`config.mk`:
```
export PLATFORM = sky130hd
export DESIGN_NAME = dmc_cache
export DESIGN_NICKNAME = d
export VERILOG_FILES = /design/src/rtl/dmc_pkg.sv /design/src/rtl/dmc_addr_fields.sv /design/src/rtl/dmc_line_store.sv /design/src/rtl/dmc_hit_stats.sv /design/src/rtl/dmc_cache.sv
export SDC_FILE = /design/constraint.sdc
export NUM_CORES = 1
export LEC_CHECK = 0
export BUFFER_PORTS_ARGS = -buffer_cell sky130_fd_sc_hd__buf_4
export CAP_MARGIN = 20
export CORE_ASPECT_RATIO = 0.9
export CORE_MARGIN = 4
export CORE_UTILIZATION = 60
export DETAILED_ROUTE_END_ITERATION = 10
export PLACE_DENSITY_LB_ADDON = 0.05
export SLEW_MARGIN = 0
export SYNTH_ARGS = -nofsm -noshare
export SYNTH_HDL_FRONTEND = slang
export SYNTH_HIERARCHICAL = 1
export SYNTH_SLANG_ARGS = --single-unit
```
`constraint.sdc`:
```
create_clock -name clk -period 5.9 [get_ports clk]
set_input_delay 0.295 -clock clk [delete_from_list [all_inputs] [get_ports clk]]
set_output_delay 0.295 -clock clk [all_outputs]
set_load 0.05 [all_outputs]
```
`src/rtl/dmc_pkg.sv`:
```
package dmc_pkg;
  typedef enum logic [1:0] {
    ST_IDLE  = 2'd0,
    ST_WBACK = 2'd1,
    ST_FILL  = 2'd2,
    ST_DONE  = 2'd3
  } dmc_state_e;
endpackage

```
`src/rtl/dmc_addr_fields.sv`:
```
module dmc_addr_fields #(
  parameter int ADDR_W = 6,
  parameter int IDX_W  = 2,
  parameter int OFF_W  = 2,
  localparam int TAG_W = ADDR_W - IDX_W - OFF_W
) (
  input  logic [ADDR_W-1:0] addr,
  output logic [TAG_W-1:0]  tag,
  output logic [IDX_W-1:0]  idx,
  output logic [OFF_W-1:0]  off
);
  // Tag on top, then index, then word offset.
  assign off = addr[OFF_W-1:0];
  assign idx = addr[OFF_W +: IDX_W];
  assign tag = addr[ADDR_W-1 -: TAG_W];
endmodule

```
`src/rtl/dmc_line_store.sv`:
```
module dmc_line_store #(
  parameter int LINES  = 4,
  parameter int WORDS  = 4,
  parameter int DATA_W = 16,
  parameter int TAG_W  = 2,
  localparam int IDX_W = $clog2(LINES),
  localparam int OFF_W = $clog2(WORDS)
) (
  input  logic              clk,
  input  logic              rst_n,
  input  logic [IDX_W-1:0]  rd_idx,
  input  logic [OFF_W-1:0]  rd_off,
  output logic [TAG_W-1:0]  rd_tag,
  output logic              rd_valid,
  output logic              rd_dirty,
  output logic [DATA_W-1:0] rd_word,
  input  logic              wr_en,
  input  logic [IDX_W-1:0]  wr_idx,
  input  logic [OFF_W-1:0]  wr_off,
  input  logic [DATA_W-1:0] wr_data,
  input  logic              inst_en,
  input  logic [IDX_W-1:0]  inst_idx,
  input  logic [TAG_W-1:0]  inst_tag,
  input  logic              dset_en,
  input  logic              dclr_en,
  input  logic [IDX_W-1:0]  d_idx
);
  logic [TAG_W-1:0]  tag_q   [LINES];
  logic [LINES-1:0]  valid_q;
  logic [LINES-1:0]  dirty_q;
  logic [DATA_W-1:0] data_q  [LINES*WORDS];

  always_ff @(posedge clk or negedge rst_n) begin
    if (!rst_n) begin
      valid_q <= '0;
      dirty_q <= '0;
      for (int l = 0; l < LINES; l++) tag_q[l] <= '0;
    end else begin
      if (inst_en) begin
        valid_q[inst_idx] <= 1'b1;
        tag_q[inst_idx]   <= inst_tag;
      end
      if (dclr_en) dirty_q[d_idx] <= 1'b0;
      if (dset_en) dirty_q[d_idx] <= 1'b1;
    end
  end

  always_ff @(posedge clk) begin
    if (wr_en) data_q[{wr_idx, wr_off}] <= wr_data;
  end

  assign rd_tag   = tag_q[rd_idx];
  assign rd_valid = valid_q[rd_idx];
  assign rd_dirty = dirty_q[rd_idx];
  assign rd_word  = data_q[{rd_idx, rd_off}];

  // A new block never lands on a line still holding unflushed data.
  AST_NO_DIRTY_OVERWRITE: assert property (@(posedge clk) disable iff (!rst_n)
    inst_en |-> !(valid_q[inst_idx] && dirty_q[inst_idx]));
endmodule

```
`src/rtl/dmc_hit_stats.sv`:
```
module dmc_hit_stats #(
  parameter int CNT_W = 16
) (
  input  logic             clk,
  input  logic             rst_n,
  input  logic             acc_en,
  input  logic             hit_en,
  output logic [CNT_W-1:0] hit_count,
  output logic [CNT_W-1:0] access_count
);
  localparam logic [CNT_W-1:0] CMAX = '1;

  always_ff @(posedge clk or negedge rst_n) begin
    if (!rst_n) begin
      hit_count    <= '0;
      access_count <= '0;
    end else begin
      if (acc_en && access_count != CMAX) access_count <= access_count + 1'b1;
      if (hit_en && hit_count != CMAX)    hit_count    <= hit_count + 1'b1;
    end
  end

  AST_HIT_NEEDS_ACCESS: assert property (@(posedge clk) disable iff (!rst_n)
    hit_en |-> acc_en);
  AST_HITS_BOUNDED: assert property (@(posedge clk) disable iff (!rst_n)
    hit_count <= access_count);
endmodule

```
`src/rtl/dmc_cache.sv`:
```
module dmc_cache #(
  parameter int ADDR_W      = 6,
  parameter int DATA_W      = 16,
  parameter int LINES       = 4,
  parameter int WORDS       = 4,
  parameter bit WRITE_BACK  = 1'b1,
  parameter bit WRITE_ALLOC = 1'b1,
  parameter int CNT_W       = 16
) (
  input  logic              clk,
  input  logic              rst_n,
  input  logic              cpu_req,
  output logic              cpu_ready,
  input  logic              cpu_we,
  input  logic [ADDR_W-1:0] cpu_addr,
  input  logic [DATA_W-1:0] cpu_wdata,
  output logic              cpu_rvalid,
  output logic [DATA_W-1:0] cpu_rdata,
  output logic              cpu_hit,
  output logic              mem_en,
  output logic              mem_we,
  output logic [ADDR_W-1:0] mem_addr,
  output logic [DATA_W-1:0] mem_wdata,
  input  logic [DATA_W-1:0] mem_rdata,
  output logic [CNT_W-1:0]  hit_count,
  output logic [CNT_W-1:0]  access_count
);
  import dmc_pkg::*;

  localparam int IDX_W = $clog2(LINES);
  localparam int OFF_W = $clog2(WORDS);
  localparam int TAG_W = ADDR_W - IDX_W - OFF_W;
  localparam logic [OFF_W-1:0] LAST_OFF = OFF_W'(WORDS - 1);
  localparam logic [OFF_W:0]   WORDS_C  = (OFF_W+1)'(WORDS);

  dmc_state_e        state_q;
  logic              q_we;
  logic [ADDR_W-1:0] q_addr;
  logic [DATA_W-1:0] q_wdata;
  logic [OFF_W:0]    iss_q;
  logic [OFF_W-1:0]  rcv_q;
  logic              pend_q;

  logic [ADDR_W-1:0] sel_addr;
  logic [TAG_W-1:0]  s_tag;
  logic [IDX_W-1:0]  s_idx;
  logic [OFF_W-1:0]  s_off;
  logic [TAG_W-1:0]  rd_tag;
  logic              rd_valid, rd_dirty;
  logic [DATA_W-1:0] rd_word;
  logic [OFF_W-1:0]  rd_off;
  logic              wr_en, inst_en, dset_en, dclr_en;
  logic [OFF_W-1:0]  wr_off;
  logic [DATA_W-1:0] wr_data;
  logic              lookup_hit, accept, issue;

  assign cpu_ready  = (state_q == ST_IDLE);
  assign accept     = cpu_req && cpu_ready;
  assign sel_addr   = (state_q == ST_IDLE) ? cpu_addr : q_addr;
  assign rd_off     = (state_q == ST_WBACK) ? iss_q[OFF_W-1:0] : s_off;
  assign lookup_hit = rd_valid && (rd_tag == s_tag);
  assign issue      = (state_q == ST_FILL) && (iss_q < WORDS_C);

  dmc_addr_fields #(.ADDR_W(ADDR_W), .IDX_W(IDX_W), .OFF_W(OFF_W)) u_fields (
    .addr(sel_addr), .tag(s_tag), .idx(s_idx), .off(s_off)
  );

  dmc_line_store #(.LINES(LINES), .WORDS(WORDS), .DATA_W(DATA_W), .TAG_W(TAG_W)) u_store (
    .clk(clk), .rst_n(rst_n),
    .rd_idx(s_idx), .rd_off(rd_off),
    .rd_tag(rd_tag), .rd_valid(rd_valid), .rd_dirty(rd_dirty), .rd_word(rd_word),
    .wr_en(wr_en), .wr_idx(s_idx), .wr_off(wr_off), .wr_data(wr_data),
    .inst_en(inst_en), .inst_idx(s_idx), .inst_tag(s_tag),
    .dset_en(dset_en), .dclr_en(dclr_en), .d_idx(s_idx)
  );

  dmc_hit_stats #(.CNT_W(CNT_W)) u_stats (
    .clk(clk), .rst_n(rst_n),
    .acc_en(accept), .hit_en(accept && lookup_hit),
    .hit_count(hit_count), .access_count(access_count)
  );

  // Array writes and the memory port, decoded from state.
  always_comb begin
    wr_en     = 1'b0;
    wr_off    = s_off;
    wr_data   = cpu_wdata;
    inst_en   = 1'b0;
    dset_en   = 1'b0;
    dclr_en   = 1'b0;
    mem_en    = 1'b0;
    mem_we    = 1'b0;
    mem_addr  = sel_addr;
    mem_wdata = cpu_wdata;
    unique case (state_q)
      ST_IDLE: begin
        if (accept && cpu_we) begin
          if (lookup_hit) begin
            wr_en   = 1'b1;
            dset_en = WRITE_BACK;
            mem_en  = !WRITE_BACK;
            mem_we  = !WRITE_BACK;
          end else if (!WRITE_ALLOC) begin
            mem_en = 1'b1;
            mem_we = 1'b1;
          end
        end
      end
      ST_WBACK: begin
        mem_en    = 1'b1;
        mem_we    = 1'b1;
        mem_addr  = {rd_tag, s_idx, iss_q[OFF_W-1:0]};
        mem_wdata = rd_word;
        dclr_en   = (iss_q[OFF_W-1:0] == LAST_OFF);
      end
      ST_FILL: begin
        mem_en   = issue;
        mem_addr = {s_tag, s_idx, iss_q[OFF_W-1:0]};
        wr_en    = pend_q;
        wr_off   = rcv_q;
        wr_data  = mem_rdata;
        inst_en  = pend_q && (rcv_q == LAST_OFF);
      end
      ST_DONE: begin
        if (q_we) begin
          wr_en     = 1'b1;
          wr_data   = q_wdata;
          dset_en   = WRITE_BACK;
          mem_en    = !WRITE_BACK;
          mem_we    = !WRITE_BACK;
          mem_wdata = q_wdata;
        end
      end
      default: ;
    endcase
  end

  always_ff @(posedge clk or negedge rst_n) begin
    if (!rst_n) begin
      state_q    <= ST_IDLE;
      q_we       <= 1'b0;
      q_addr     <= '0;
      q_wdata    <= '0;
      iss_q      <= '0;
      rcv_q      <= '0;
      pend_q     <= 1'b0;
      cpu_rvalid <= 1'b0;
      cpu_rdata  <= '0;
      cpu_hit    <= 1'b0;
    end else begin
      cpu_rvalid <= 1'b0;
      unique case (state_q)
        ST_IDLE: begin
          if (accept) begin
            if (lookup_hit || (cpu_we && !WRITE_ALLOC)) begin
              cpu_rvalid <= 1'b1;
              cpu_hit    <= lookup_hit;
              cpu_rdata  <= cpu_we ? cpu_wdata : rd_word;
            end else begin
              q_we    <= cpu_we;
              q_addr  <= cpu_addr;
              q_wdata <= cpu_wdata;
              iss_q   <= '0;
              rcv_q   <= '0;
              pend_q  <= 1'b0;
              state_q <= (WRITE_BACK && rd_valid && rd_dirty) ? ST_WBACK : ST_FILL;
            end
          end
        end
        ST_WBACK: begin
          if (iss_q[OFF_W-1:0] == LAST_OFF) begin
            iss_q   <= '0;
            state_q <= ST_FILL;
          end else begin
            iss_q <= iss_q + 1'b1;
          end
        end
        ST_FILL: begin
          pend_q <= issue;
          if (issue) iss_q <= iss_q + 1'b1;
          if (pend_q) begin
            rcv_q <= rcv_q + 1'b1;
            if (rcv_q == LAST_OFF) state_q <= ST_DONE;
          end
        end
        ST_DONE: begin
          cpu_rvalid <= 1'b1;
          cpu_hit    <= 1'b0;
          cpu_rdata  <= q_we ? q_wdata : rd_word;
          state_q    <= ST_IDLE;
        end
        default: state_q <= ST_IDLE;
      endcase
    end
  end

  AST_BUSY_NOT_COUNTED: assert property (@(posedge clk) disable iff (!rst_n)
    (cpu_req && !cpu_ready) |=> (access_count == $past(access_count)));
  AST_FILL_RUNS_TO_DONE: assert property (@(posedge clk) disable iff (!rst_n)
    (state_q == ST_FILL) |=> (state_q == ST_FILL || state_q == ST_DONE));
  AST_RESP_WHEN_IDLE: assert property (@(posedge clk) disable iff (!rst_n)
    cpu_rvalid |-> cpu_ready);

  generate
    if (WRITE_BACK) begin : g_wb_chk
      AST_WB_MEM_WRITE_ONLY_FLUSH: assert property (@(posedge clk) disable iff (!rst_n)
        (mem_en && mem_we && state_q != ST_WBACK) |-> (state_q == ST_IDLE && !WRITE_ALLOC));
    end else begin : g_wt_chk
      AST_WT_NO_FLUSH: assert property (@(posedge clk) disable iff (!rst_n)
        state_q != ST_WBACK);
    end
  endgenerate
endmodule

```
# ---- Word level (Yosys, flattened, before mapping)
# Memory sizes are Yosys's and may differ from the RTL's.
# Cells that the tools add are included.
dict set report totals {
  memories 1
  regBits 97
  word_cells 132
  ram_bits 256
}
dict set report op_classes {
  mux 61
  addsub 4
  reduce_logical 22
  magnitude_cmp 5
  n_bitwise 6
  eq_ne 15
}
# name words width read_ports rd_ports_with_merged_regs wr line
set mem_list {}
lappend mem_list {u_store.data_q 16 16 1 0 1 dmc_line_store.sv:31} ;# logic [DATA_W-1:0] data_q [LINES*WORDS];
# op n
set ops {}
lappend ops {{$pmux W16 S2} 3}
lappend ops {{$mux W16} 5}
lappend ops {{$add A16 B1 Y16 const B} 2}
lappend ops {{$ne A16 B16 Y1 const B} 2}
lappend ops {{$mux W2} 14}
lappend ops {{$mux W1} 16}
lappend ops {{$mux W3} 4}
lappend ops {{$pmux W6 S2} 1}
lappend ops {{$logic_and A1 B1 Y1} 11}
lappend ops {{$pmux W3 S3} 1}
lappend ops {{$reduce_and A3 Y1} 3}
lappend ops {{$bwmux W8} 1}
lappend ops {{$eq A2 B2 Y1 const B} 4}
lappend ops {{$mux W4} 2}
lappend ops {{$ne A2 B1 Y1 const B} 4}
lappend ops {{$or A4 B4 Y4} 2}
lappend ops {{$pmux W1 S2} 4}
lappend ops {{$pmux W2 S4} 1}
lappend ops {{$reduce_and A4 Y1} 2}
lappend ops {{$mux W6} 1}
lappend ops {{$ne A2 B2 Y1 const B} 3}
lappend ops {{$pmux W1 S3} 2}
lappend ops {{$reduce_and A5 Y1} 1}
lappend ops {{$and A4 B4 Y4} 1}
lappend ops {{21 further kinds} 23}

# ---- Longest topological paths before layout
# Gate-level depths: netlist (run 1).
dict set report depth {
  ltp_word 13
  depth_mapped 15
}

# ---- Hierarchy
# The synthesis (run 1) kept the hierarchy.
# module instances area_each_um2 seq_area_each_um2 cells_each
set by_module_without_submodules {}
lappend by_module_without_submodules {dmc_line_store 1 10446.3 8087.8 467}
lappend by_module_without_submodules {dmc_cache 1 3672.3 1226.2 408}
lappend by_module_without_submodules {dmc_hit_stats 1 1612.8 800.8 153}
lappend by_module_without_submodules {dmc_addr_fields 1 45.0 0.0 6}

# ---- Least setup slack after synthesis (run 1)
# OpenSTA, ideal clock, no wires.
dict set report synth_timing {
  kind {register to register}
  from {register state_q[1]}
  to {memory u_store.data_q[0][0], enable pin}
  period_less_slack_ns 5.202
  arrival_time_ns 4.793
  required_ns 5.491
  path_slack_ns 0.698
  path_buffers 3
  stages_incl_launch_ff 14
  cell_sequence {dfrtp_1 -> inv_1 -> ha_1 -> buf_2 -> mux2_2 -> buf_4 -> buf_2 -> mux4_2 -> xor2_1 -> nor3_1 -> a32oi_1 -> a21oi_1 -> or3b_2 -> nor3_1}
}
dict set report synth_via {
  elab_chain_cells 13
  elab_cells_between_ends 20
  classes_between {eq/ne: 3; mux: 12; bitwise: 1; reduce/logical: 4}
}
# item line
set synth_lines {}
lappend synth_lines {{start, declared} dmc_cache.sv:36} ;# dmc_state_e state_q;
lappend synth_lines {{start signal, assigned} dmc_cache.sv:166} ;# state_q <= (WRITE_BACK && rd_valid && rd_dirty) ? ST_WBACK : ST_FILL;
lappend synth_lines {{$logic_not A2 Y1} dmc_cache.sv:57} ;# assign cpu_ready = (state_q == ST_IDLE);
lappend synth_lines {{net cpu_ready} dmc_cache.sv:13} ;# output logic cpu_ready,
lappend synth_lines {{$mux W6} dmc_cache.sv:59} ;# assign sel_addr = (state_q == ST_IDLE) ? cpu_addr : q_addr;
lappend synth_lines {{net sel_addr[2]} dmc_cache.sv:44} ;# logic [ADDR_W-1:0] sel_addr;
lappend synth_lines {{$not A2 Y3 (not written as such)} dmc_line_store.sv:52} ;# assign rd_tag = tag_q[rd_idx];
lappend synth_lines {{$bmux W2 S2} dmc_line_store.sv:52}
lappend synth_lines {{$mux W2 (not written as such) (2 in a row)} dmc_line_store.sv:52}
lappend synth_lines {{net rd_tag[0]} dmc_cache.sv:48} ;# logic [TAG_W-1:0] rd_tag;
lappend synth_lines {{$eq A2 B2 Y1} dmc_cache.sv:61} ;# assign lookup_hit = rd_valid && (rd_tag == s_tag);
lappend synth_lines {{$logic_and A1 B1 Y1} dmc_cache.sv:61}
lappend synth_lines {{$mux W1} dmc_cache.sv:98} ;# if (lookup_hit) begin
lappend synth_lines {{$mux W1} dmc_cache.sv:97} ;# if (accept && cpu_we) begin
lappend synth_lines {{$pmux W1 S3} dmc_cache.sv:95} ;# unique case (state_q)
lappend synth_lines {{net wr_en} dmc_cache.sv:52} ;# logic wr_en, inst_en, dset_en, dclr_en;
lappend synth_lines {{$mux W1} dmc_line_store.sv:49} ;# if (wr_en) data_q[{wr_idx, wr_off}] <= wr_data;
lappend synth_lines {{$mux W1 (not written as such)} dmc_line_store.sv:49}
lappend synth_lines {{end, declared} dmc_line_store.sv:31}
# The timed path passes the listed nets, and every way through them passes these cells. The select of a mux whose other input is x is not followed.

# ---- Worst setup path in the final report (run 1)
dict set report layout_timing {
  from {register state_q[1]}
  to {output mem_wdata[9]}
}
dict set report layout_via {
  elab_chain_cells 5
  elab_cells_between_ends 7
  classes_between {eq/ne: 2; mux: 3; reduce/logical: 1; memory: 1}
}
# item line
set layout_lines {}
lappend layout_lines {{$logic_not A2 Y1} dmc_cache.sv:59}
lappend layout_lines {{$mux W6} dmc_cache.sv:59}
lappend layout_lines {{$mux W2 (*)} dmc_cache.sv:60} ;# assign rd_off = (state_q == ST_WBACK) ? iss_q[OFF_W-1:0] : s_off;
lappend layout_lines {{net rd_off[0]} dmc_cache.sv:51} ;# logic [OFF_W-1:0] rd_off;
lappend layout_lines {{$mem_v2 Z16 W16 (*)} n/a}
lappend layout_lines {{net rd_word[9]} dmc_cache.sv:50} ;# logic [DATA_W-1:0] rd_word;
lappend layout_lines {{$pmux W16 S2 (*)} dmc_cache.sv:95}
lappend layout_lines {{end, declared} dmc_cache.sv:23} ;# output logic [DATA_W-1:0] mem_wdata,
# The timed path passes the listed nets; every way through them passes the cells marked *.

==> results of run 1 <==
==> per-stage QoR <==
step	area [um^2]	instances	hold slack (ns)
after global placement	17100	1473	0.244
after CTS	18200	1541	0.00775
after floorplan	15800	1034	-0.000591
after detailed placement	17100	1475	0.244
final	18300	1546	0.0248
after global routing	18300	1546	0.0276
==> logic make-up (layout without fill, tap and decap cells) <==
family,after synthesis,after routing,share of synthesized area
flops,353,353,0.641
fa+ha+maj,9,9,0.00714
buf+inv,73,237,0.0251
xor+xnor,20,20,0.0111
compound gates,143,143,0.0617
simple gates,268,268,0.0840
mux,168,168,0.170
==> report_power, final <==
| group | total (mW) | internal [mW] | switching (mW) |
|---|---|---|---|
| registers | 3.64 | 3.44 | 0.198 |
| logic | 5.62 | 2.09 | 3.53 |
| clock network | 2.23 | 1.31 | 0.923 |
==> routing by layer <==
metal  vias to the layer above  track usage
met2                       328        0.402
li1                       4272            -
met1                      4819        0.372
met4                         0       0.0600
met3                        50       0.0435
met5                         -            0
==> cell usage in the layout (no fill, tap or decap), types with 4 or more instances in the layout <==
master and n:
mux4_1 10, clkinv_1 9, nor2_2 7, nand2b_1 28, nand4_1 8, nand3b_1 6, nor3_1 14, mux2_2 79
o21ai_0 44, and2_1 4, buf_4 157, clkinv_2 11, inv_1 10, dfrtp_1 97, xnor2_1 4, bufinv_16 4
nand3_1 15, o211ai_1 33, a22oi_1 32, nor2_1 30, mux4_2 58, nor3_2 4, nor2b_1 5, a21oi_1 12
xor2_1 16, clkbuf_16 36, mux2i_1 18, ha_1 6, a22o_1 4, edfxtp_1 256, nand2_1 121
==> final timing paths <==
path	to	slack, ns	startpoint	cells past startpoint
worst max-delay path	mem_wdata[9]	1.22	state_q[1]	10
worst min-delay path	q_addr[1]	0.02	cpu_addr[1]	2
worst max register to register	u_store/data_q[1][6]	1.39	state_q[1]	11
worst min register to register	u_store/valid_q[2]	0.47	u_store/valid_q[2]	1
max in group asynchronous	u_stats/hit_count[1]	4.42	rst_n	3
min in group asynchronous	u_stats/access_count[13]	0.25	rst_n	2
==> sequential cells by signal, summed over array words and instances, names as in the netlist, 2 cells and up <==
signal                cells
u_store/data_q          256
cpu_rdata                16
q_wdata                  16
u_stats/access_count     16
u_stats/hit_count        16
u_store/tag_q             8
q_addr                    6
u_store/dirty_q           4
u_store/valid_q           4
iss_q                     3
rcv_q                     2
state_q                   2
==> final cells by class <==
type / count / area, um^2 / area share
sequential: 353 / 10100 / 0.552
clock inverter: 25 / 230 / 0.0126
tap: 348 / 435 / 0.0238
multi-input combinational: 608 / 5320 / 0.290
timing repair buffer: 161 / 1250 / 0.0683
inverter: 11 / 41.3 / 0.00225
clock buffer: 40 / 926 / 0.0506
==> out/qor.log, run 1 <==
INFO  status         outcome=complete, no violations
INFO  routing        dr.first_iter.drc_count=1002
INFO  global_route   vias_in_the_first_global_route=9428
INFO  placed_design  placement.io_buffers=116
INFO  clocking       clock_insertion_delay_worst_skew=0.53ns
INFO  final_layout   antenna_cells=0
INFO  final_layout   final_nets=1222
INFO  timing         timing.final.max_slew_violations=0
INFO  critical_path  crit_path_class=register to output port
INFO  final_layout   post_route_cells_drive_above_1_share=0.317
INFO  power_and_ir_drop ir_drop=0.770mV
INFO  routing        topRoutingLayerUsed=met4
INFO  critical_path  timing.critical_path.mode_cell=nand2_1
INFO  yosys          post-synth-top-count-cell=edfxtp_1
INFO  yosys          yosysWarningCount=6
INFO  timing         final.setup.tns=0ns
INFO  global_route   grt_pass1_wl=55900um
INFO  worst_hold_path hold_path.class=input port to register
INFO  global_route   grt_remaining_overflow=0
INFO  placed_design  gp_congestion=0.820
INFO  timing         layout_setup_ws=1.22ns
INFO  critical_path  critical_path.startpoint_type=register
INFO  routing        final_wirelength=35800um
INFO  yosys          synth-edff-count=256
INFO  routing        detail_route.first_pass.iterations=5
INFO  critical_path  worstPathBufferInverterCount=3
INFO  yosys          share_of_the_synthesized_area_in_the_top_cell_type=0.487
INFO  timing         clock-skew-final=0.0253ns
INFO  routing        avgRoutedWirePerCell=23.1um
INFO  yosys          synthesis.area_per_instance=15.3um^2
INFO  timing         layout_worst_path_cycle_share=0.794
INFO  power_and_ir_drop power_per_cell_area=627nW/um^2
INFO  clocking       cts.sinks=353
INFO  routing        drt-vias-per-instance=6.12
INFO  critical_path  worst_path_largest_cell_delay=0.77ns
INFO  yosys          synth_sequential_area_ratio=0.641
INFO  timing         finalHoldViolations=0
INFO  timing         tightest_slew=0.921ns
INFO  clocking       cts_hold_repair.buffers=1
INFO  yosys          mappedNetlistArea=15800um^2
INFO  final_layout   fillers=1792
INFO  routing        antenna_violating_nets_post_route=0
INFO  clocking       post_cts_buffers=0
INFO  critical_path  critical_path_required=5.61ns
INFO  timing         min_period=4.68ns
INFO  timing         setup_viol_count_final=0
INFO  routing        routed-via-count=9469
INFO  final_layout   final_core_util=0.705
INFO  critical_path  critPathSlowestCell=ha_2
INFO  yosys          post_synth_net_total=1085
INFO  power_and_ir_drop p_leak=6.84nW
INFO  floorplanning  design.die.area=29000um^2
INFO  yosys          asyncSetResetFlopFracSynth=0.275
INFO  floorplanning  fp.coreArea=26000um^2
INFO  run            cap_violations=0
INFO  clocking       ctsRootBufferMaster=clkbuf_16
INFO  critical_path  path_delay_family=multiplexers
INFO  routing        drt_drc_violations_left=0
INFO  routing        met3_length=2350um
INFO  yosys          synth_area_leaders=edfxtp_1 (49%), dfrtp_1 (15%), mux4_2 (8.3%), mux2_2 (5.7%), nand2_1 (2.9%)
INFO  yosys          synth_cell_types=65
INFO  power_and_ir_drop total_power=11.5mW
INFO  routing        met2WireLength=17500um
INFO  critical_path  crit_path_cell_chain=inv_1 -> ha_2 -> mux2_4 -> buf_12 -> mux4_2 -> a22oi_1 -> nand2_1 -> nand2_1 -> o211ai_1 -> buf_4
INFO  critical_path  timing.critical_path.to_type=output port
INFO  floorplanning  die_span_in_y=162um
INFO  clocking       cts.htree.levels=2
INFO  yosys          predominant_post_synthesis_flop_cell=edfxtp_1
INFO  timing         rsz0062_at_grt=no
INFO  clocking       numCtsBuffers=36
INFO  clocking       tritoncts=built
INFO  floorplanning  initial_core_util=0.607
INFO  clocking       cts_repair_resize_count=0
INFO  placed_design  post-dp-hpwl=23500um
INFO  global_route   initial_antenna_violation_count=0
INFO  floorplanning  ios=117
INFO  floorplanning  placementRows=56
INFO  timing         slew_headroom=0.385
INFO  critical_path  timing.critical_path.arrival=4.39ns
INFO  yosys          synth.largest_area_cell=edfxtp_1
INFO  yosys          syn_inst=1034
INFO  yosys          number_of_register_bits_inferred_by_synthesis=353
INFO  clocking       clockBufferDepth=3
INFO  global_route   grtUsageTotal=0.253
INFO  floorplanning  die_w=179um
INFO  timing         maxClockFrequency=0.213GHz
INFO  global_route   grt_start_max_net_pins=70
INFO  placed_design  detailedPlace.worstSlack=1.43ns
INFO  final_layout   flow.area_growth_from_synthesis=16.1%
INFO  clocking       register_clock_pin_slew_on_the_reported_worst_setup_and_hold_paths=0.06ns
INFO  routing        met1_length=15200um
INFO  critical_path  top_fanout_value_on_the_critical_path=42
INFO  yosys          synth.cells.most_frequent=edfxtp_1 (256), nand2_1 (121), dfrtp_1 (97), mux2_2 (80), mux4_2 (58)
No activity file was read; power rests on OpenSTA's default activity.
==> run 2: changes to the inputs <==
==> constraint.sdc (replaced) <==
create_clock -name clk -period 4.33 [get_ports clk]
set_input_delay 0.2165 -clock clk [delete_from_list [all_inputs] [get_ports clk]]
set_output_delay 0.2165 -clock clk [all_outputs]
set_load 0.05 [all_outputs]
==> run 2 against run 1 <==
Against the previous run: register-to-register slack got worse by 1.0 ns; flip-flop and latch count unchanged; hold slack improved by 0.11 ns; clock power increased by 43%; non-clock buffer count increased by 37; clock skew decreased by 0.0014 ns; sequential power increased by 37%; combinational power increased by 42%; critical path depth increased by 2; total power increased by 40%; critical path type unchanged; highest routed layer unchanged.
==> out/qor.log, run 2 (synthesis results as in run 1) <==
INFO  routing        detail_route.first_pass.iterations=5
INFO  clocking       ctsRootBufferMaster=clkbuf_16
INFO  placed_design  gp_congestion=0.833
INFO  status         outcome=complete, no violations
INFO  clocking       cts.htree.levels=2
INFO  timing         layout_worst_path_cycle_share=0.963
INFO  power_and_ir_drop p_leak=7.03nW
INFO  final_layout   post_route_cells_drive_above_1_share=0.328
INFO  timing         maxClockFrequency=0.240GHz
INFO  worst_hold_path hold_path.class=input port to register
INFO  routing        drt_drc_violations_left=0
INFO  floorplanning  die_span_in_y=162um
INFO  critical_path  startpoint_of_the_worst_register_to_register_path=state_q[0]
INFO  final_layout   final_cell_mix=edfxtp_1 (256), buf_4 (169), nand2_1 (118)
INFO  timing         timing.final.max_slew_violations=0
INFO  routing        met1_length=15300um
INFO  routing        met2WireLength=17300um
INFO  critical_path  critical_path.startpoint_type=register
INFO  placed_design  area_after_detailed_placement=17200um^2
INFO  routing        drt-vias-per-instance=6.13
INFO  critical_path  timing.critical_path.arrival=3.95ns
INFO  floorplanning  fp.coreArea=26000um^2
INFO  critical_path  worstReg2RegEnd=u_store/data_q[1][4]
INFO  routing        topRoutingLayerUsed=met4
INFO  critical_path  crit_path_class=register to output port
INFO  final_layout   most_common_cell_after_layout_fill_and_taps_aside=edfxtp_1
INFO  floorplanning  design.die.area=29000um^2
INFO  final_layout   largest_register_ff_count=256
INFO  critical_path  worst_path_largest_cell_delay=0.48ns
INFO  routing        dr.first_iter.drc_count=836
INFO  routing        met3_length=2470um
INFO  floorplanning  placementRows=56
INFO  final_layout   final_core_util=0.723
INFO  global_route   grt_remaining_overflow=0
INFO  critical_path  top_fanout_value_on_the_critical_path=30
INFO  power_and_ir_drop power_per_cell_area=858nW/um^2
INFO  floorplanning  die_w=179um
INFO  run            cap_violations=0
INFO  final_layout   largest-register=u_store/data_q
INFO  global_route   initial_antenna_violation_count=0
INFO  global_route   grt_start_max_net_pins=71
INFO  clocking       tritoncts=built
INFO  final_layout   final_nets=1259
INFO  final_layout   flow.area_growth_from_synthesis=19.2%
INFO  critical_path  timing.critical_path.mode_cell=buf_4
INFO  worst_hold_path hold_path_end=u_store/data_q[1][3]
INFO  placed_design  placement.io_buffers=116
INFO  critical_path  crit_path_cell_chain=inv_1 -> ha_4 -> buf_4 -> mux2_2 -> mux2_4 -> buf_12 -> mux4_1 -> a22oi_1 -> nand2_2 -> nand2_1 -> o211ai_1 -> buf_4
INFO  global_route   grt_pass1_wl=56000um
INFO  worst_hold_path holdCritStartpoint=mem_rdata[3]
INFO  floorplanning  initial_core_util=0.607
INFO  routing        antenna_violating_nets_post_route=0
INFO  power_and_ir_drop total_power=16.1mW
INFO  routing        final_wirelength=36000um
INFO  final_layout   antenna_cells=0
INFO  placed_design  post-dp-hpwl=24100um
INFO  power_and_ir_drop ir_drop=0.713mV
INFO  timing         slew_headroom=0.264
INFO  timing         finalHoldViolations=0
INFO  timing         setup_viol_count_final=0
INFO  timing         tightest_slew=1.10ns
INFO  worst_hold_path timing.hold.worst_path_depth=3
INFO  timing         min_period=4.17ns
INFO  clocking       clock_insertion_delay_worst_skew=0.53ns
INFO  critical_path  critical_path_required=4.11ns
INFO  global_route   vias_in_the_first_global_route=9538
INFO  clocking       clockBufferDepth=3
INFO  routing        avgRoutedWirePerCell=22.8um
INFO  clocking       register_clock_pin_slew_on_the_reported_worst_setup_and_hold_paths=0.06ns
INFO  critical_path  timing.critical_path.to_type=output port
INFO  final_layout   finish.instance_area=18800um^2
INFO  critical_path  ff_to_ff_setup_slack=0.39ns
INFO  routing        routed-via-count=9688
INFO  global_route   grtUsageTotal=0.252
INFO  clocking       cts.sinks=353
INFO  timing         clock-skew-final=0.0239ns
INFO  critical_path  critPathSlowestCell=mux4_1
INFO  clocking       numCtsBuffers=36
INFO  critical_path  number_of_cells_on_the_worst_reg_to_reg_path=10
INFO  floorplanning  ios=117
-- run 2: cell types whose count changed in the layout (fill, tap and decap cells not counted), sizes merged --
| cell | delta |
|---|---|
| clkinv | -10 |
| clkbuf | +2 |
| dlygate4sd3 | +22 |
| buf | +15 |
| clkinvlp | +3 |
| bufinv | +1 |
| inv | +2 |
-- run 2: repair_timing --
item | in CTS | in global routing
setup buffers | 0 | 10
endpoints found under the hold margin | 91 | 0
gates resized for setup | 1 | 5
setup endpoints to repair | 2 | 9
hold buffers | 23 | 0
-- run 2: layer usage --
layer | track usage | up-vias
li1 | - | 4357
met1 | 0.379 | 4896
met2 | 0.390 | 372
met3 | 0.0403 | 63
met4 | 0.0712 | 0
met5 | 0 | -
-- run 2: how the worst max path moves through the flow --
stage	startpoint	endpoint	slack (ns)	cells after the start
3_3_place_gp	state_q[0]	u_store/data_q[2][4]	0.54	10
6_report	state_q[0]	mem_wdata[11]	0.16	12
4_1_cts	state_q[1]	mem_wdata[11]	0.002	12
2_1_floorplan	state_q[0]	u_store/data_q[0][0]	0.1	13
5_1_grt	state_q[1]	mem_wdata[11]	-0.002	12
3_5_place_dp	state_q[1]	u_store/data_q[3][6]	0.43	10
-- run 2: area by class of cell --
type / count / area, um^2
fill: 1663 / 7200
timing repair buffer: 198 / 1610
inverter: 11 / 41.3
clock buffer: 42 / 953
sequential: 353 / 10100
clock inverter: 21 / 269
tap: 348 / 435
multi-input combinational: 608 / 5380
-- run 2: stage by stage --
step           setup TNS, ns  hold slack [ns]  cells  worst slack (ns)
4_1_cts                    0            0.129   1569           0.00191
5_1_grt             -0.00218            0.148   1581          -0.00218
3_3_place_gp               0            0.417   1482             0.539
6_report                   0            0.132   1581             0.161
2_1_floorplan              0          -0.0791   1034            0.0956
3_5_place_dp               0            0.426   1483             0.428
-- run 2: power by group --
part	total (mW)	internal, mW	switching (mW)
sequential	4.97	4.69	0.279
combinational	7.98	3.06	4.92
clock	3.19	1.89	1.30
-- run 2: worst max-delay path: cells and delay by family, from the launching register on --
kind,cells,cell delay [ns]
fa+ha+maj,1,0.22
flops,1,0.42
mux,3,1.23
simple gates,2,0.25
buf+inv,4,0.82
compound gates,2,0.45
==> run 3: changes to the inputs <==
--- a/config.mk
+++ b/config.mk
@@ -7,7 +7,6 @@
 export LEC_CHECK = 0
 export BUFFER_PORTS_ARGS = -buffer_cell sky130_fd_sc_hd__buf_4
 export CAP_MARGIN = 20
-export CORE_ASPECT_RATIO = 0.9
 export CORE_MARGIN = 4
 export CORE_UTILIZATION = 60
 export DETAILED_ROUTE_END_ITERATION = 10
==> run 3 against run 2 <==
Against the previous run: utilization is 0.29 points lower; clock skew is 0.0049 ns higher; register-to-register slack worse by 0.02 ns; global-route usage is 0.73 points lower; largest power group unchanged; critical endpoint is now mem_wdata[10].
==> out/qor.log, run 3 (synthesis results as in run 1) <==
INFO  timing         layout_worst_path_cycle_share=0.962
INFO  floorplanning  fp.coreArea=26000um^2
INFO  routing        drt_drc_violations_left=0
INFO  timing         rsz0062_at_grt=no
INFO  critical_path  top_fanout_value_on_the_critical_path=30
INFO  global_route   vias_in_the_first_global_route=9244
INFO  clocking       clockBufferDepth=3
INFO  routing        final_wirelength=35100um
INFO  clocking       cts.sinks=353
INFO  critical_path  timing.critical_path.to_type=output port
INFO  final_layout   final_core_util=0.720
INFO  critical_path  critical_path_required=4.11ns
INFO  routing        dr.first_iter.drc_count=1060
INFO  critical_path  startpoint_of_the_worst_register_to_register_path=state_q[0]
INFO  final_layout   finish.cell_count_without_fillers=1562
INFO  power_and_ir_drop power_per_cell_area=851nW/um^2
INFO  clocking       tritoncts=built
INFO  critical_path  ff_to_ff_setup_slack=0.37ns
INFO  critical_path  worst_path_largest_cell_delay=0.43ns
INFO  timing         maxClockFrequency=0.240GHz
INFO  timing         setup_viol_count_final=0
INFO  global_route   grt_pass1_wl=55000um
INFO  final_layout   final_cell_mix=edfxtp_1 (256), buf_4 (160), nand2_1 (121)
INFO  final_layout   largest_register_ff_count=256
INFO  routing        drt-vias-per-instance=6.14
INFO  timing         slew_headroom=0.524
INFO  critical_path  critical_path.startpoint_type=register
INFO  final_layout   most_common_cell_after_layout_fill_and_taps_aside=edfxtp_1
INFO  floorplanning  placementRows=59
INFO  placed_design  numPlacedInstances=1469
INFO  run            cap_violations=0
INFO  critical_path  critPathSlowestCell=mux2_8
INFO  final_layout   flow.area_growth_from_synthesis=18.6%
INFO  timing         finalHoldViolations=0
INFO  placed_design  placement.io_buffers=116
INFO  clocking       numCtsBuffers=37
INFO  critical_path  worstReg2RegEnd=u_store/data_q[3][11]
INFO  timing         hold_slack=0.0828ns
INFO  routing        routed-via-count=9587
INFO  final_layout   largest-register=u_store/data_q
INFO  floorplanning  design.die.area=29000um^2
INFO  critical_path  timing.critical_path.arrival=3.95ns
INFO  timing         min_period=4.16ns
INFO  final_layout   final_nets=1251
INFO  clocking       cts.htree.levels=2
INFO  routing        avgRoutedWirePerCell=22.5um
INFO  floorplanning  ios=117
INFO  status         outcome=complete, no violations
INFO  global_route   grtUsageTotal=0.245
INFO  floorplanning  initial_core_util=0.607
INFO  critical_path  number_of_cells_on_the_worst_reg_to_reg_path=10
INFO  global_route   initial_antenna_violation_count=0
INFO  final_layout   post_route_cells_drive_above_1_share=0.312
INFO  timing         clock-skew-final=0.0288ns
INFO  critical_path  timing.critical_path.mode_cell=buf_4
INFO  worst_hold_path hold_path.class=input port to asynchronous set/reset pin
INFO  global_route   grt_remaining_overflow=0
INFO  power_and_ir_drop p_leak=7.00nW
INFO  routing        antenna_violating_nets_post_route=0
INFO  floorplanning  die_span_in_y=170um
INFO  timing         tightest_slew=0.713ns
INFO  critical_path  crit_path_cell_chain=inv_1 -> ha_4 -> buf_4 -> mux2_2 -> mux2_8 -> buf_4 -> mux4_2 -> a22oi_1 -> nand2_1 -> nand2_1 -> o211ai_1 -> buf_4
INFO  routing        detail_route.first_pass.iterations=5
INFO  placed_design  gp_congestion=0.794
INFO  critical_path  crit_path_class=register to output port
INFO  final_layout   antenna_cells=0
INFO  power_and_ir_drop ir_drop=0.765mV
INFO  clocking       register_clock_pin_slew_on_the_reported_worst_setup_and_hold_paths=0.06ns
INFO  placed_design  post-dp-hpwl=23200um
INFO  floorplanning  die_w=170um
INFO  global_route   grt_start_max_net_pins=77
INFO  clocking       clock_insertion_delay_worst_skew=0.53ns
INFO  clocking       ctsRootBufferMaster=clkbuf_16
INFO  timing         final.setup.tns=0ns
INFO  timing         timing.final.max_slew_violations=0
==> run 3: cell count changes in the layout (fill, tap and decap cells not counted), sizes merged <==
| cell | change |
|---|---|
| buf | -9 |
| inv | -1 |
| clkinv | +6 |
| clkinvlp | -1 |
| bufinv | -1 |
==> run 3: worst max path at each step <==
stage / startpoint / cells after the start / slack [ns] / end
3_5_place_dp: state_q[1] / 10 / 0.39 / u_store/data_q[3][9]
4_1_cts: state_q[0] / 12 / 0.13 / mem_wdata[10]
6_report: state_q[0] / 12 / 0.17 / mem_wdata[10]
5_1_grt: state_q[1] / 10 / 0.03 / mem_wdata[1]
3_3_place_gp: state_q[1] / 12 / 0.54 / cpu_rdata[12]
2_1_floorplan: state_q[0] / 13 / 0.1 / u_store/data_q[0][0]
==> run 3: metal layers <==
layer	routed length [um]	track usage
met1	16300	0.402
met2	15500	0.356
met3	2790	0.0365
met4	492	0.0462
met5	0	0
==> run 3: what timing repair did <==
action                                  4_1_cts  5_1_grt
endpoints found under the setup margin        3        1
setup buffers                                 0        0
hold endpoints to repair                     97        0
gates resized for setup                       2        1
hold buffers                                 23        0
==> run 3: area by class of cell <==
type / count / area (um^2)
inverters: 11 / 41.3
clock buffers: 42 / 966
flip-flops and latches: 353 / 10100
well taps: 335 / 419
clock inverters: 24 / 250
fillers: 1691 / 7270
multi-input cells: 608 / 5370
repair buffers: 189 / 1560
==> run 3: report_power, final <==
part	internal [mW]	switching, mW	leakage [nW]
logic	2.94	4.87	2.85
registers	4.69	0.294	3.55
clock network	1.86	1.28	0.594
total	9.48	6.45	7.00
==> run 3: through the flow <==
step	area [um^2]	setup WS [ns]	power [mW]
floorplan	15800	0.0956	10.6
global placement	17200	0.536	12.6
detailed placement	17200	0.391	12.7
CTS	18600	0.135	15.9
global route	18700	0.0326	16.8
finish	18700	0.166	15.9
==> run 3: critical path, delay by kind of cell (launching register included) <==
| kind | cells | cell delay, ns |
|---|---|---|
| adders and majority gates | 1 | 0.17 |
| muxes | 3 | 1.16 |
| DFF | 1 | 0.42 |
| AOI/OAI and AO/OA | 2 | 0.50 |
| and+or+nand+nor | 2 | 0.27 |
| buffers and inverters | 4 | 0.88 |
